$ cat src/rtl/adcseq_pkg.sv
package adcseq_pkg;

    typedef enum logic [2:0] {
        ST_IDLE,
        ST_PULSE,
        ST_CONV,
        ST_READ,
        ST_GAP
    } seq_state_e;

endpackage

$ cat src/rtl/adcseq_shift_rx.sv
// Serial frame receiver: generates FRAME_BITS clock pulses and shifts data in
// on each falling edge of the generated clock.
module adcseq_shift_rx #(
    parameter int FRAME_BITS = 16,
    parameter int HALF_CYC   = 7
) (
    input  logic                  clk,
    input  logic                  rst_n,
    input  logic                  start_i,
    input  logic                  sdata_i,
    output logic                  sclk_o,
    output logic                  active_o,
    output logic                  done_o,
    output logic [FRAME_BITS-1:0] word_o
);
    localparam int DW = (HALF_CYC > 1) ? $clog2(HALF_CYC) : 1;
    localparam int BW = $clog2(FRAME_BITS + 1);

    typedef struct packed {
        logic                  active;
        logic                  sclk;
        logic [DW-1:0]         div;
        logic [BW-1:0]         nbit;
        logic [FRAME_BITS-1:0] sh;
        logic                  done;
    } rx_t;

    rx_t rx_d, rx_q;

    always_comb begin
        rx_d      = rx_q;
        rx_d.done = 1'b0;
        if (!rx_q.active) begin
            if (start_i) begin
                rx_d.active = 1'b1;
                rx_d.sclk   = 1'b0;
                rx_d.div    = '0;
                rx_d.nbit   = '0;
            end
        end else begin
            if (rx_q.div == DW'(HALF_CYC - 1)) begin
                rx_d.div  = '0;
                rx_d.sclk = !rx_q.sclk;
                if (rx_q.sclk) begin
                    rx_d.sh   = {rx_q.sh[FRAME_BITS-2:0], sdata_i};
                    rx_d.nbit = rx_q.nbit + 1'b1;
                    if (rx_q.nbit == BW'(FRAME_BITS - 1)) begin
                        rx_d.active = 1'b0;
                        rx_d.done   = 1'b1;
                    end
                end
            end else begin
                rx_d.div = rx_q.div + 1'b1;
            end
        end
    end

    always_ff @(posedge clk or negedge rst_n) begin
        if (!rst_n) begin
            rx_q <= '0;
        end else begin
            rx_q <= rx_d;
        end
    end

    assign sclk_o   = rx_q.sclk;
    assign active_o = rx_q.active;
    assign done_o   = rx_q.done;
    assign word_o   = rx_q.sh;

    // a new read is never requested while one is still running
    assert_no_restart_R4: assert property (@(posedge clk) disable iff (!rst_n)
        rx_q.active |-> !start_i);

endmodule

$ cat src/rtl/adcseq_frame_chk.sv
// Guard-bit check of a received frame and result register.
module adcseq_frame_chk #(
    parameter int FRAME_BITS = 16,
    parameter int DATA_BITS  = 12
) (
    input  logic                  clk,
    input  logic                  rst_n,
    input  logic                  done_i,
    input  logic                  keep_i,
    input  logic [FRAME_BITS-1:0] word_i,
    output logic [DATA_BITS-1:0]  sample_o,
    output logic                  valid_o,
    output logic                  err_o
);
    typedef struct packed {
        logic [DATA_BITS-1:0] sample;
        logic                 valid;
        logic                 err;
    } fc_t;

    fc_t fc_d, fc_q;
    logic guard_ok;

    assign guard_ok = (word_i[FRAME_BITS-1:DATA_BITS] == '0);

    always_comb begin
        fc_d       = fc_q;
        fc_d.valid = 1'b0;
        fc_d.err   = 1'b0;
        if (done_i && keep_i) begin
            if (guard_ok) begin
                fc_d.valid  = 1'b1;
                fc_d.sample = word_i[DATA_BITS-1:0];
            end else begin
                fc_d.err = 1'b1;
            end
        end
    end

    always_ff @(posedge clk or negedge rst_n) begin
        if (!rst_n) begin
            fc_q <= '0;
        end else begin
            fc_q <= fc_d;
        end
    end

    assign sample_o = fc_q.sample;
    assign valid_o  = fc_q.valid;
    assign err_o    = fc_q.err;

    // the valid strobe is a single-cycle pulse
    assert_single_strobe_R8: assert property (@(posedge clk) disable iff (!rst_n)
        valid_o |=> !valid_o);

    // the held sample only changes together with a valid strobe
    assert_sample_hold_R8: assert property (@(posedge clk) disable iff (!rst_n)
        !valid_o |=> (valid_o || $stable(sample_o)));

endmodule

$ cat src/rtl/adcseq_ctrl.sv
module adcseq_ctrl #(
    parameter int CNV_LOW_CYC   = 4,
    parameter int SCLK_HALF_CYC = 7,
    parameter int GAP_CYC       = 50,
    parameter int ACQ_CYC       = 188,
    parameter int BUSY_TMO_CYC  = 1500,
    parameter int SYNC_STAGES   = 2,
    parameter int FRAME_BITS    = 16,
    parameter int DATA_BITS     = 12
) (
    input  logic                 clk,
    input  logic                 rst_n,
    input  logic                 run_en_i,
    input  logic                 overlap_i,
    input  logic                 busy_i,
    input  logic                 sdata_i,
    output logic                 cnv_n_o,
    output logic                 sclk_o,
    output logic [DATA_BITS-1:0] sample_o,
    output logic                 sample_vld_o,
    output logic                 frame_err_o,
    output logic                 busy_tmo_o
);
    import adcseq_pkg::*;

    localparam int MAX_A = (GAP_CYC > ACQ_CYC) ? GAP_CYC : ACQ_CYC;
    localparam int MAX_B = (MAX_A > BUSY_TMO_CYC) ? MAX_A : BUSY_TMO_CYC;
    localparam int MAX_C = (MAX_B > CNV_LOW_CYC) ? MAX_B : CNV_LOW_CYC;
    localparam int CW    = $clog2(MAX_C + 1) + 1;
    localparam int PW    = $clog2(FRAME_BITS + 2);

    typedef struct packed {
        seq_state_e    st;
        logic [CW-1:0] cnt;
        logic          cnv_n;
        logic          ovl;
        logic          have_prev;
        logic          busy_seen;
        logic          rd_seen;
        logic          keep;
        logic          rd_start;
        logic          tmo;
    } ctl_t;

    ctl_t ctl_d, ctl_q;

    // ---------------- busy synchroniser ----------------
    logic [SYNC_STAGES-1:0] bsync_q;
    logic                   busy_s;

    generate
        if (SYNC_STAGES > 1) begin : g_sync_chain
            always_ff @(posedge clk or negedge rst_n) begin
                if (!rst_n) begin
                    bsync_q <= '0;
                end else begin
                    bsync_q <= {bsync_q[SYNC_STAGES-2:0], busy_i};
                end
            end
        end else begin : g_sync_single
            always_ff @(posedge clk or negedge rst_n) begin
                if (!rst_n) begin
                    bsync_q <= '0;
                end else begin
                    bsync_q <= busy_i;
                end
            end
        end
    endgenerate

    assign busy_s = bsync_q[SYNC_STAGES-1];

    // ---------------- serial receiver ----------------
    logic                  rx_done;
    logic                  rx_active;
    logic [FRAME_BITS-1:0] rx_word;

    adcseq_shift_rx #(
        .FRAME_BITS (FRAME_BITS),
        .HALF_CYC   (SCLK_HALF_CYC)
    ) u_rx (
        .clk      (clk),
        .rst_n    (rst_n),
        .start_i  (ctl_q.rd_start),
        .sdata_i  (sdata_i),
        .sclk_o   (sclk_o),
        .active_o (rx_active),
        .done_o   (rx_done),
        .word_o   (rx_word)
    );

    adcseq_frame_chk #(
        .FRAME_BITS (FRAME_BITS),
        .DATA_BITS  (DATA_BITS)
    ) u_chk (
        .clk      (clk),
        .rst_n    (rst_n),
        .done_i   (rx_done),
        .keep_i   (ctl_q.keep),
        .word_i   (rx_word),
        .sample_o (sample_o),
        .valid_o  (sample_vld_o),
        .err_o    (frame_err_o)
    );

    // ---------------- sequencer ----------------
    logic conv_end;
    logic rd_ok;
    logic [CW-1:0] gap_lim;

    assign conv_end = ctl_q.busy_seen && !busy_s;
    assign rd_ok    = ctl_q.rd_seen || rx_done;
    assign gap_lim  = ctl_q.ovl ? CW'(ACQ_CYC - 1) : CW'(GAP_CYC - 1);

    always_comb begin
        ctl_d          = ctl_q;
        ctl_d.rd_start = 1'b0;
        ctl_d.tmo      = 1'b0;
        case (ctl_q.st)
            ST_IDLE: begin
                ctl_d.have_prev = 1'b0;
                ctl_d.cnv_n     = 1'b1;
                if (run_en_i) begin
                    ctl_d.st    = ST_PULSE;
                    ctl_d.cnt   = '0;
                    ctl_d.cnv_n = 1'b0;
                    ctl_d.ovl   = overlap_i;
                end
            end
            ST_PULSE: begin
                if (ctl_q.cnt == CW'(CNV_LOW_CYC - 1)) begin
                    ctl_d.cnv_n     = 1'b1;
                    ctl_d.st        = ST_CONV;
                    ctl_d.cnt       = '0;
                    ctl_d.busy_seen = 1'b0;
                    ctl_d.rd_seen   = !ctl_q.ovl;
                    if (ctl_q.ovl) begin
                        ctl_d.rd_start = 1'b1;
                        ctl_d.keep     = ctl_q.have_prev;
                    end
                end else begin
                    ctl_d.cnt = ctl_q.cnt + 1'b1;
                end
            end
            ST_CONV: begin
                if (ctl_q.cnt != '1) begin
                    ctl_d.cnt = ctl_q.cnt + 1'b1;
                end
                ctl_d.busy_seen = ctl_q.busy_seen || busy_s;
                ctl_d.rd_seen   = rd_ok;
                if (conv_end && rd_ok) begin
                    ctl_d.have_prev = 1'b1;
                    if (!ctl_q.ovl) begin
                        ctl_d.st       = ST_READ;
                        ctl_d.rd_start = 1'b1;
                        ctl_d.keep     = 1'b1;
                    end else begin
                        ctl_d.st  = ST_GAP;
                        ctl_d.cnt = '0;
                    end
                end else if ((ctl_q.cnt >= CW'(BUSY_TMO_CYC - 1)) && rd_ok) begin
                    ctl_d.tmo       = 1'b1;
                    ctl_d.have_prev = 1'b0;
                    ctl_d.st        = ST_GAP;
                    ctl_d.cnt       = '0;
                end
            end
            ST_READ: begin
                if (rx_done) begin
                    ctl_d.st  = ST_GAP;
                    ctl_d.cnt = '0;
                end
            end
            ST_GAP: begin
                if (ctl_q.cnt >= gap_lim) begin
                    if (run_en_i) begin
                        ctl_d.st    = ST_PULSE;
                        ctl_d.cnt   = '0;
                        ctl_d.cnv_n = 1'b0;
                        ctl_d.ovl   = overlap_i;
                    end else begin
                        ctl_d.st = ST_IDLE;
                    end
                end else begin
                    ctl_d.cnt = ctl_q.cnt + 1'b1;
                end
            end
            default: begin
                ctl_d.st    = ST_IDLE;
                ctl_d.cnv_n = 1'b1;
            end
        endcase
    end

    always_ff @(posedge clk or negedge rst_n) begin
        if (!rst_n) begin
            ctl_q       <= '0;
            ctl_q.st    <= ST_IDLE;
            ctl_q.cnv_n <= 1'b1;
        end else begin
            ctl_q <= ctl_d;
        end
    end

    assign cnv_n_o    = ctl_q.cnv_n;
    assign busy_tmo_o = ctl_q.tmo;

    // ---------------- checker state for assertions ----------------
    logic [PW-1:0] pulses_q;
    logic          sclk_prev_q;
    logic [CW-1:0] since_rd_q;
    logic          last_def_q;

    always_ff @(posedge clk or negedge rst_n) begin
        if (!rst_n) begin
            pulses_q    <= '0;
            sclk_prev_q <= 1'b0;
            since_rd_q  <= '0;
            last_def_q  <= 1'b0;
        end else begin
            sclk_prev_q <= sclk_o;
            if (ctl_q.rd_start) begin
                pulses_q <= '0;
            end else if (sclk_o && !sclk_prev_q) begin
                pulses_q <= pulses_q + 1'b1;
            end
            if (rx_done) begin
                since_rd_q <= '0;
                last_def_q <= !ctl_q.ovl;
            end else if (since_rd_q != '1) begin
                since_rd_q <= since_rd_q + 1'b1;
            end
        end
    end

    // the start strobe stays low for more than one cycle
    assert_strobe_width_R2: assert property (@(posedge clk) disable iff (!rst_n)
        $fell(cnv_n_o) |=> (!cnv_n_o || (CNV_LOW_CYC < 2)));

    // no serial clock while a default-ordering conversion runs
    assert_no_sclk_in_conv_R3: assert property (@(posedge clk) disable iff (!rst_n)
        (ctl_q.st == ST_CONV && !ctl_q.ovl) |-> !sclk_o);

    // a read completes after exactly FRAME_BITS rising edges
    assert_pulse_count_R4: assert property (@(posedge clk) disable iff (!rst_n)
        rx_done |-> (pulses_q == PW'(FRAME_BITS)));

    // settling gap after a default-ordering read
    assert_gap_R5: assert property (@(posedge clk) disable iff (!rst_n)
        ($fell(cnv_n_o) && last_def_q) |-> (since_rd_q >= CW'(GAP_CYC)));

    // a read never straddles the start strobe
    assert_no_straddle_R6: assert property (@(posedge clk) disable iff (!rst_n)
        $fell(cnv_n_o) |-> !rx_active);

    // a frame yields either a sample or an error, never both
    assert_err_excl_R9: assert property (@(posedge clk) disable iff (!rst_n)
        !(sample_vld_o && frame_err_o));

    // a timeout is never reported while a start strobe is low
    assert_tmo_strobe_R10: assert property (@(posedge clk) disable iff (!rst_n)
        busy_tmo_o |-> cnv_n_o);

endmodule

$ cat config.mk
export PLATFORM = sky130hd
export DESIGN_NAME = adcseq_ctrl
export DESIGN_NICKNAME = d
export VERILOG_FILES = /design/src/rtl/adcseq_pkg.sv /design/src/rtl/adcseq_shift_rx.sv /design/src/rtl/adcseq_frame_chk.sv /design/src/rtl/adcseq_ctrl.sv
export SDC_FILE = /design/constraint.sdc
export NUM_CORES = 1
export LEC_CHECK = 0
export BUFFER_PORTS_ARGS = -buffer_cell sky130_fd_sc_hd__buf_2
export CORE_MARGIN = 2
export CORE_UTILIZATION = 50
export CTS_CLUSTER_SIZE = 8
export DETAILED_ROUTE_END_ITERATION = 8
export GPL_TIMING_DRIVEN = 0
export PLACE_DENSITY = 0.64
export SETUP_SLACK_MARGIN = 0.4
export SYNTH_ARGS = -nofsm -noshare
export SYNTH_HDL_FRONTEND = slang
export SYNTH_SLANG_ARGS = --single-unit
$ cat constraint.sdc
create_clock -name clk -period 2.5 [get_ports clk]
set_clock_uncertainty 0.2 [all_clocks]
set_input_delay 0.125 -clock clk [delete_from_list [all_inputs] [get_ports clk]]
set_output_delay 0.125 -clock clk [all_outputs]
set_load 0.005 [all_outputs]
# After elaboration in Yosys (flattened, before gate mapping)
# Cells that the tools add are included.
[totals]
reg_bits = 66
input_bits = 6
out_inout_bits = 17
elab_cells = 118
[classes]
n_addsub = 3
magnitude_cmp = 2
n_eq_ne = 20
n_mux = 44
bitwise_logic = 1
n_reduce_logical = 28
[op_table]
columns = ["cell", "count"]
rows = [
  ["$pmux W12 S5", 1],
  ["$mux W12", 4],
  ["$mux W15", 3],
  ["$mux W22", 2],
  ["$mux W10", 2],
  ["$ne A2 B2 Y1 const B", 9],
  ["$mux W17", 1],
  ["$pmux W3 S5", 1],
  ["$mux W14", 1],
  ["$mux W1", 13],
  ["$add A12 B1 Y12 const B", 1],
  ["$eq A12 B2 Y1 const B", 1],
  ["$ge A12 B11 Y1 const B", 1],
  ["$ge A12 B8 Y1", 1],
  ["$mux W2", 6],
  ["$mux W3", 4],
  ["$ne A12 B12 Y1 const B", 1],
  ["$reduce_and A4 Y1", 3],
  ["$reduce_and A5 Y1", 2],
  ["$mux W8", 1],
  ["$pmux W4 S2", 1],
  ["$reduce_and A2 Y1", 4],
  ["$reduce_bool A2 Y1", 4],
  ["$eq A3 B2 Y1 const B", 2],
  ["19 further kinds", 29],
]

# Logic depth before layout (Yosys ltp)
# Gate-level depths: netlist of the first run.
[logic_depth]
depth_word = 5
mapped_depth = 8
mapped_depth_nobuf = 7

# Hierarchy
# From an unflattened synthesis of the first run, not the netlist that was laid out.
[unflattened]
hier_cells = 314
area_unflattened_um2 = 3515.9
[modules_own_cells]
columns = ["module", "instances", "cells_per_inst", "area_each_um2", "seq_area_each_um2"]
rows = [
  ["adcseq_ctrl", 1, 179, 1639.1, 626.9],
  ["adcseq_shift_rx", 1, 104, 1308.8, 675.6],
  ["adcseq_frame_chk", 1, 31, 568.0, 350.3],
]

# Worst setup path after synthesis of the first run
# No wires, ideal clock.
[synth_path]
path_kind = "flip-flop to flip-flop"
startpoint = "register ctl_q[6] (netlist bit)"
endpoint = "register ctl_q[6] (netlist bit)"
setup_ns = 0.127
arrival_ns = 1.965
t_required_ns = 2.173
slack_ns = 0.207
stages_incl_launch_ff = 8
n_path_buf = 0
period_less_slack_ns = 2.293
path_cell_list = "dfrtp_1 > inv_1 > ha_1 > a211oi_1 > o311ai_2 > o22a_4 > and3_1 > mux2_1"
[synth_between]
elab_chain_len = 4
[synth_rtl]
columns = ["element", "line", "text"]
rows = [
  ["start: declaration", "adcseq_ctrl.sv:45", "ctl_t ctl_d, ctl_q;"],
  ["start signal: assignment", "adcseq_ctrl.sv:201", "ctl_q <= ctl_d;"],
  ["$mux W8", "adcseq_ctrl.sv:113", "assign gap_lim = ctl_q.ovl ? CW'(ACQ_CYC - 1) : CW'(GAP_CYC - 1);"],
  ["$ge A12 B8 Y1", "adcseq_ctrl.sv:175", "if (ctl_q.cnt >= gap_lim) begin"],
  ["$ne A2 B2 Y1 (no source line)", "-", ""],
  ["$reduce_and A4 Y1 (no source line)", "-", ""],
]
# Every way passes these cells.
# A chain may end at the register's enable or synchronous reset.

# Final worst setup path of the first run
[layout_path]
startpoint = "register ctl_q[18] (netlist bit)"
endpoint = "register ctl_q[6] (netlist bit)"
[layout_between]
elab_chain_len = 3
[layout_rtl]
columns = ["element", "line"]
rows = [
  ["$ge A12 B8 Y1", "adcseq_ctrl.sv:175"],
  ["$ne A2 B2 Y1 (no source line)", "-"],
  ["$reduce_and A4 Y1 (no source line)", "-"],
]
# Every way passes these cells.

==> impl_metrics.tcl, run 1 <==
set metrics [dict create \
    run_status "finished, final reports clean" \
    power.total_mw 3.849 \
    ff2ff_path_depth 6 \
    muxShareOfSynthArea 0.05165 \
    htree_levels 3 \
    drtIter0Drc 117 \
    synth_edf_count 0 \
    clkLatencyLatePin_ns 0.34 \
    rsz0062_at_grt "true" \
    cp.required_ns 2.52 \
    yosys_warnings 0 \
    hold_depth 0 \
    die_area_um2 7356 \
    core-area_um2 6422 \
    grt_pass1_vias 2486 \
    final_max_slew_viol_count 0 \
    r2r_end "ctl_q[6]" \
    antenna_cells 0 \
    min_period_ns 2.379 \
    grt_pass1_wl_um 11520 \
    via_count 2721 \
    fin_tns_setup_ns 0 \
    dieHeight_um 85.77 \
    start_util 0.5206 \
    cp-end-kind "flop" \
    root_buffer "clkbuf_8" \
    numPortBuffers 22 \
    slowest_stage "or4_4" \
    pin_count 23 \
    finalInstanceArea_um2 4315 \
    drv_cap 0 \
    yosys.area_share.simple 0.2186 \
    ir_drop_mv 0.6960 \
    cts_inserted_buffers 9 \
    slew_headroom 0.4664 \
    clockBufferDepth 2 \
    nNetsFinal 413 \
    synth-compound-area-share 0.1695 \
    path_cells "buf_6 > or4_4 > and4bb_2 > o22a_4 > and3_4 > mux2_4" \
    ys_seq_area_frac 0.4944 \
    pre_cts_slack_ns 0.04217 \
    cp.arrival_ns 2.40 \
    place_inst 444 \
    hp-start "bsync_q[0]" \
    fin_cells 483 \
    ys_top_cells_by_area "dfrtp_1 49%, nand2_1 8.5%, mux2_2 4.4%" \
    fmax_ghz 0.4204 \
    synthesis.area_um2 3343 \
    wl_um 7270 \
    power.density_nw_per_um2 891.9 \
    cp_max_fo 3 \
    drive_gt1_frac 0.3399 \
    synth_flop_cell "dfrtp_1" \
    area_growth_pct 29.08 \
    clock-sinks 66 \
    fin_ws_ns 0.1211 \
    multi_input_area_um2 1852 \
    worst_pin_slew_ns 0.8004 \
    critPathLaunchType "flop" \
    cts.clk_slew.worst_paths_ns 0.07 \
    whs_endpoint "bsync_q[1]" \
    wl_per_cell_um 15.05 \
    die_x_um 85.77 \
    globalplace.congestion 0.8176 \
    cts_tree "yes" \
    fill_cells 495 \
    seq_area_um2 1660 \
    yosysTopAreaCellShare 0.4865 \
    route.detailed.drc 0 \
    synth_most_common_cell "nand2_1" \
    synth_xor_area_frac 0 \
    grt_usage 0.1960 \
    syn_inst 345 \
    synthAdderAreaFrac 0.02246 \
    first_pass_iters 6 \
    leakagePower_nw 2.064 \
    reg2reg_slack_ns 0.12 \
    synth-async-reset-ratio 1.000 \
    synth_nets 357 \
    hold_violations 0 \
    grt_overflow_total 0 \
    ant_nets 0 \
    synth.largest_area_cell "dfrtp_1" \
    placementRows 29 \
    cpPeakStageDelay_ns 0.53 \
    antenna_found_initial 0 \
    post-route-period-util 0.9516 \
    synth.distinct_cells 62 \
    ys_ff_latch 66 \
    crit_path_start "ctl_q[18]" \
    setup_violations 0 \
    via_per_inst 5.634 \
    synth_commonest_cells "76 x nand2_1, 65 x dfrtp_1, 18 x nor2_1" \
    hpwl_um 4561 \
    synth_top_family_by_area "simple AND/OR/NAND/NOR gates" \
    rr_startpoint "ctl_q[18]" \
    hold_class "reg -> reg" \
    avgSynthCellArea_um2 9.690 \
    grt_max_degree 67 \
    postPlaceCellArea_um2 3578 \
    path_class "reg -> reg" \
]
[cell families (layout without fill, tap and decap cells)]
group | count (synthesis) | count (layout)
AOI/OAI and AO/OA | 75 | 75
and+or+nand+nor | 150 | 150
buffers and inverters | 33 | 94
adders and majority gates | 6 | 6
DFF | 66 | 66
muxes | 15 | 15
[metal layers]
metal	vias to the layer above	GRT usage	wire length (µm)
li1	1337	-	-
met1	1321	0.2645	3476
met2	55	0.3104	3451
met3	8	0.04909	267
met4	0	0.06638	75
met5	-	0	0
[report_power, final]
group	internal [mW]	total, mW	switching (mW)
combinational	0.728	1.51	0.783
clock	0.561	0.972	0.411
sequential	1.21	1.37	0.157
total	2.50	3.85	1.35
[per-stage QoR]
stage	hold slack (ns)	utilization
3_3_place_gp	0.03341	0.5568
6_report	0.1504	0.6719
4_1_cts	0.1530	0.6166
2_1_floorplan	-0.3706	-
5_1_grt	0.1712	0.6719
3_5_place_dp	0.03681	0.5572
[layout make-up]
class | count | area share
buffer | 19 | 0.02899
clock buffer | 9 | 0.02870
clock inverter | 7 | 0.02146
inverter | 14 | 0.01218
multi-input combinational | 246 | 0.4291
sequential | 66 | 0.3847
tap | 77 | 0.02233
timing repair buffer | 45 | 0.07248
[sequential cells by signal, summed over array words and instances (netlist names), 2 cells and up]
register        flops
ctl_q              21
u_rx.rx_q           8
u_chk.sample_o     12
u_rx.word_o        16
bsync_q             2
[worst max-delay path: cells and delay by family, from the launching register on]
family / cells / cell delay [ns]
multiplexers: 1 / 0.29
flip-flops: 1 / 0.38
AO/OA/AOI/OAI: 1 / 0.20
AND/OR/NAND/NOR: 3 / 1.08
buffers and inverters: 1 / 0.12
[cells in the final DEF, fill, tap and decap left out, types with 4 or more instances in the layout]
master,netlist,layout
nand2_1,76,75
ha_1,6,4
inv_1,13,12
dfrtp_1,65,59
nor2_1,18,17
nor3_1,5,5
dfrtp_2,0,6
nand2b_1,5,5
o211ai_1,5,5
nand3_1,7,7
clkbuf_2,0,5
o21ai_2,0,5
dlygate4sd3_1,0,5
buf_6,2,8
o21ai_0,11,10
mux2_2,13,12
and2_1,5,5
a31oi_1,4,4
buf_2,5,23
a21oi_1,9,5
clkbuf_8,0,9
clkbuf_1,11,4
nor2b_1,6,6
and3_1,8,7
buf_4,0,18
[timing repair]
item / CTS / global route
resized for setup: 18 / 66
endpoints found under the setup margin: 28 / 40
cloned: 0 / 1
pin swaps: 3 / 21
hold endpoints to repair: 69 / 0
buffers inserted: 7 / 10
hold buffers: 5 / 0
[worst max-delay path by stage]
stage | slack [ns] | cells past startpoint | to
floorplan | 0.25 | 6 | ctl_q[6]
global placement | 0.06 | 7 | ctl_q[6]
detailed placement | 0.04 | 7 | ctl_q[11]
CTS | 0.15 | 5 | ctl_q[3]
global route | 0.09 | 6 | ctl_q[6]
finish | 0.12 | 6 | ctl_q[6]
Power figures use the tool's default switching activity.
==> inputs of run 2 (changes only) <==
CTS_CLUSTER_SIZE = unset   (was 8)
RECOVER_POWER = 25   (was unset)
SLEW_MARGIN = 10   (was unset)
==> run 2 against run 1 <==
Against the previous run:
- the run now ends with capacitance limit, slew limit left
- first-iteration DRC count fell by 16%
- via count fell by 1.6%
- sequential share of layout area rose by 0.73 points
- critical path depth did not move
- global-route usage rose by 0.16 points
- largest power group is now sequential cells
- register-to-register slack barely moved
- total power fell by 6.3%
- final cell count rose by 0.62%
- combinational power fell by 9.9%
- sequential power barely moved
- critical endpoint unchanged
- non-clock buffer count rose by 3
==> impl_metrics.tcl, run 2 (synthesis results as in run 1) <==
set metrics [dict create \
    route.detailed.drc 0 \
    cts_inserted_buffers 9 \
    drv_cap 1 \
    cp.arrival_ns 2.40 \
    grt_max_degree 66 \
    power.total_mw 3.608 \
    numPortBuffers 22 \
    clock-sinks 66 \
    path_class "reg -> reg" \
    grt_pass1_wl_um 11590 \
    ir_drop_mv 0.5432 \
    via_count 2678 \
    first_pass_iters 6 \
    drive_gt1_frac 0.3301 \
    leakagePower_nw 2.069 \
    swShare 0.3542 \
    fmax_ghz 0.4222 \
    fin_hold_ws_ns 0.1653 \
    nNetsFinal 416 \
    path_buf_inv 1 \
    cp_max_fo 4 \
    antenna_cells 0 \
    clockBufferDepth 2 \
    wl_per_cell_um 14.78 \
    post-route-period-util 0.9475 \
    pwr-share-comb 0.378 \
    seq_area_um2 1659 \
    hpwl_um 4600 \
    final_max_slew_viol_count 66 \
    cp-end-kind "flop" \
    hold_violations 0 \
    slew_headroom -0.02200 \
    cpLargestDelayFamily "simple AND/OR/NAND/NOR gates" \
    area_growth_pct 26.57 \
    placementRows 29 \
    postPlaceCellArea_um2 3606 \
    final_common_cell "nand2_1" \
    power.density_nw_per_um2 852.6 \
    p_sw_mw 1.278 \
    clock_power_share 0.244 \
    dieHeight_um 85.77 \
    pin_count 23 \
    multi_input_area_um2 1757 \
    cts.clk_slew.worst_paths_ns 0.08 \
    place_inst 445 \
    path_cells "buf_6 > or4_4 > and4bb_2 > o22a_4 > and3_4 > mux2_4" \
    final_util 0.6589 \
    fin_ws_ns 0.1312 \
    antenna_found_initial 0 \
    violations "capacitance limit, slew limit" \
    globalplace.congestion 0.8176 \
    die_area_um2 7356 \
    fill_cells 508 \
    rsz0062_at_grt "true" \
    clkLatencyLatePin_ns 0.34 \
    most-common-layout-cells "75 x nand2_1, 60 x dfrtp_1, 22 x buf_2, 19 x buf_4, 17 x nor2_1" \
    slowest_stage "or4_4" \
    largest_reg_flops 21 \
    core-area_um2 6422 \
    htree_levels 3 \
    start_util 0.5206 \
    hold_class "reg -> reg" \
    fin_cells 486 \
    die_x_um 85.77 \
    p_int_mw 2.330 \
    grt_overflow_total 0 \
    fin_tns_setup_ns 0 \
    critPathLaunchType "flop" \
    grt_usage 0.1977 \
    min_period_ns 2.369 \
    cpPeakStageDelay_ns 0.53 \
    pre_cts_slack_ns 0.05905 \
    largest-register "ctl_q" \
    via_per_inst 5.510 \
    drtIter0Drc 98 \
    run_status "complete, but fails checks" \
    root_buffer "clkbuf_8" \
    cts_tree "yes" \
    setup_violations 0 \
    cp.required_ns 2.53 \
    worst_pin_slew_ns 1.533 \
    ant_nets 0 \
    wl_um 7185 \
    grt_pass1_vias 2511 \
    seq_power_share 0.378 \
    finalInstanceArea_um2 4232 \
]
==> run 2: cell count changes in the layout (fill, tap and decap cells not counted), moves of 2 or more <==
cell	change
a2111oi_2	+3
a2111oi_4	-3
o22ai_2	+3
a211oi_2	+2
a211oi_4	-2
a21oi_1	+2
clkbuf_2	+2
o22ai_4	-2
==> run 2: path summary, 6_finish.rpt <==
| check | endpoint | start | slack (ns) | cells after the start |
|---|---|---|---|---|
| worst max-delay path | ctl_q[6] | ctl_q[18] | 0.13 | 6 |
| worst min-delay path | bsync_q[1] | bsync_q[0] | 0.17 | 0 |
| worst max register to register | ctl_q[6] | ctl_q[18] | 0.13 | 6 |
| worst min register to register | bsync_q[1] | bsync_q[0] | 0.17 | 0 |
| max in group asynchronous | ctl_q[15] | rst_n | 0.46 | 3 |
| min in group asynchronous | u_rx.rx_q[17] | rst_n | 0.43 | 3 |
==> run 2: power groups by stage <==
stage / Clock [mW] / Sequential [mW] / Combinational [mW]
floorplan: 0 / 1.33 / 0.761
global placement: 0 / 1.37 / 0.941
detailed placement: 0 / 1.38 / 0.958
CTS: 0.900 / 1.35 / 1.06
global route: 0.941 / 1.38 / 1.49
finish: 0.881 / 1.36 / 1.36
==> run 2: timing repair <==
action / 4_1_cts / 5_1_grt
gates resized for setup: 15 / 57
gates cloned: 0 / 1
endpoints found under the setup margin: 29 / 40
hold buffers: 6 / 0
hold endpoints to repair: 70 / 0
buffers inserted: 6 / 12
pin swaps: 1 / 19
==> run 2: routing by layer <==
metal  up-vias  global-route usage  wire length [µm]
met5         -                   0                 0
met1      1275              0.2666              3411
met3         9             0.04620               278
li1       1345                   -                 -
met4         0             0.08081                82
met2        49              0.3089              3413
==> run 2: layout make-up <==
class / count / area share
Buffer: 19 / 0.03046
Clock buffer: 9 / 0.02927
Clock inverter: 7 / 0.01656
Inverter: 14 / 0.01242
Multi-Input combinational cell: 246 / 0.4151
Sequential cell: 66 / 0.3921
Tap cell: 77 / 0.02277
Timing Repair Buffer: 48 / 0.08131
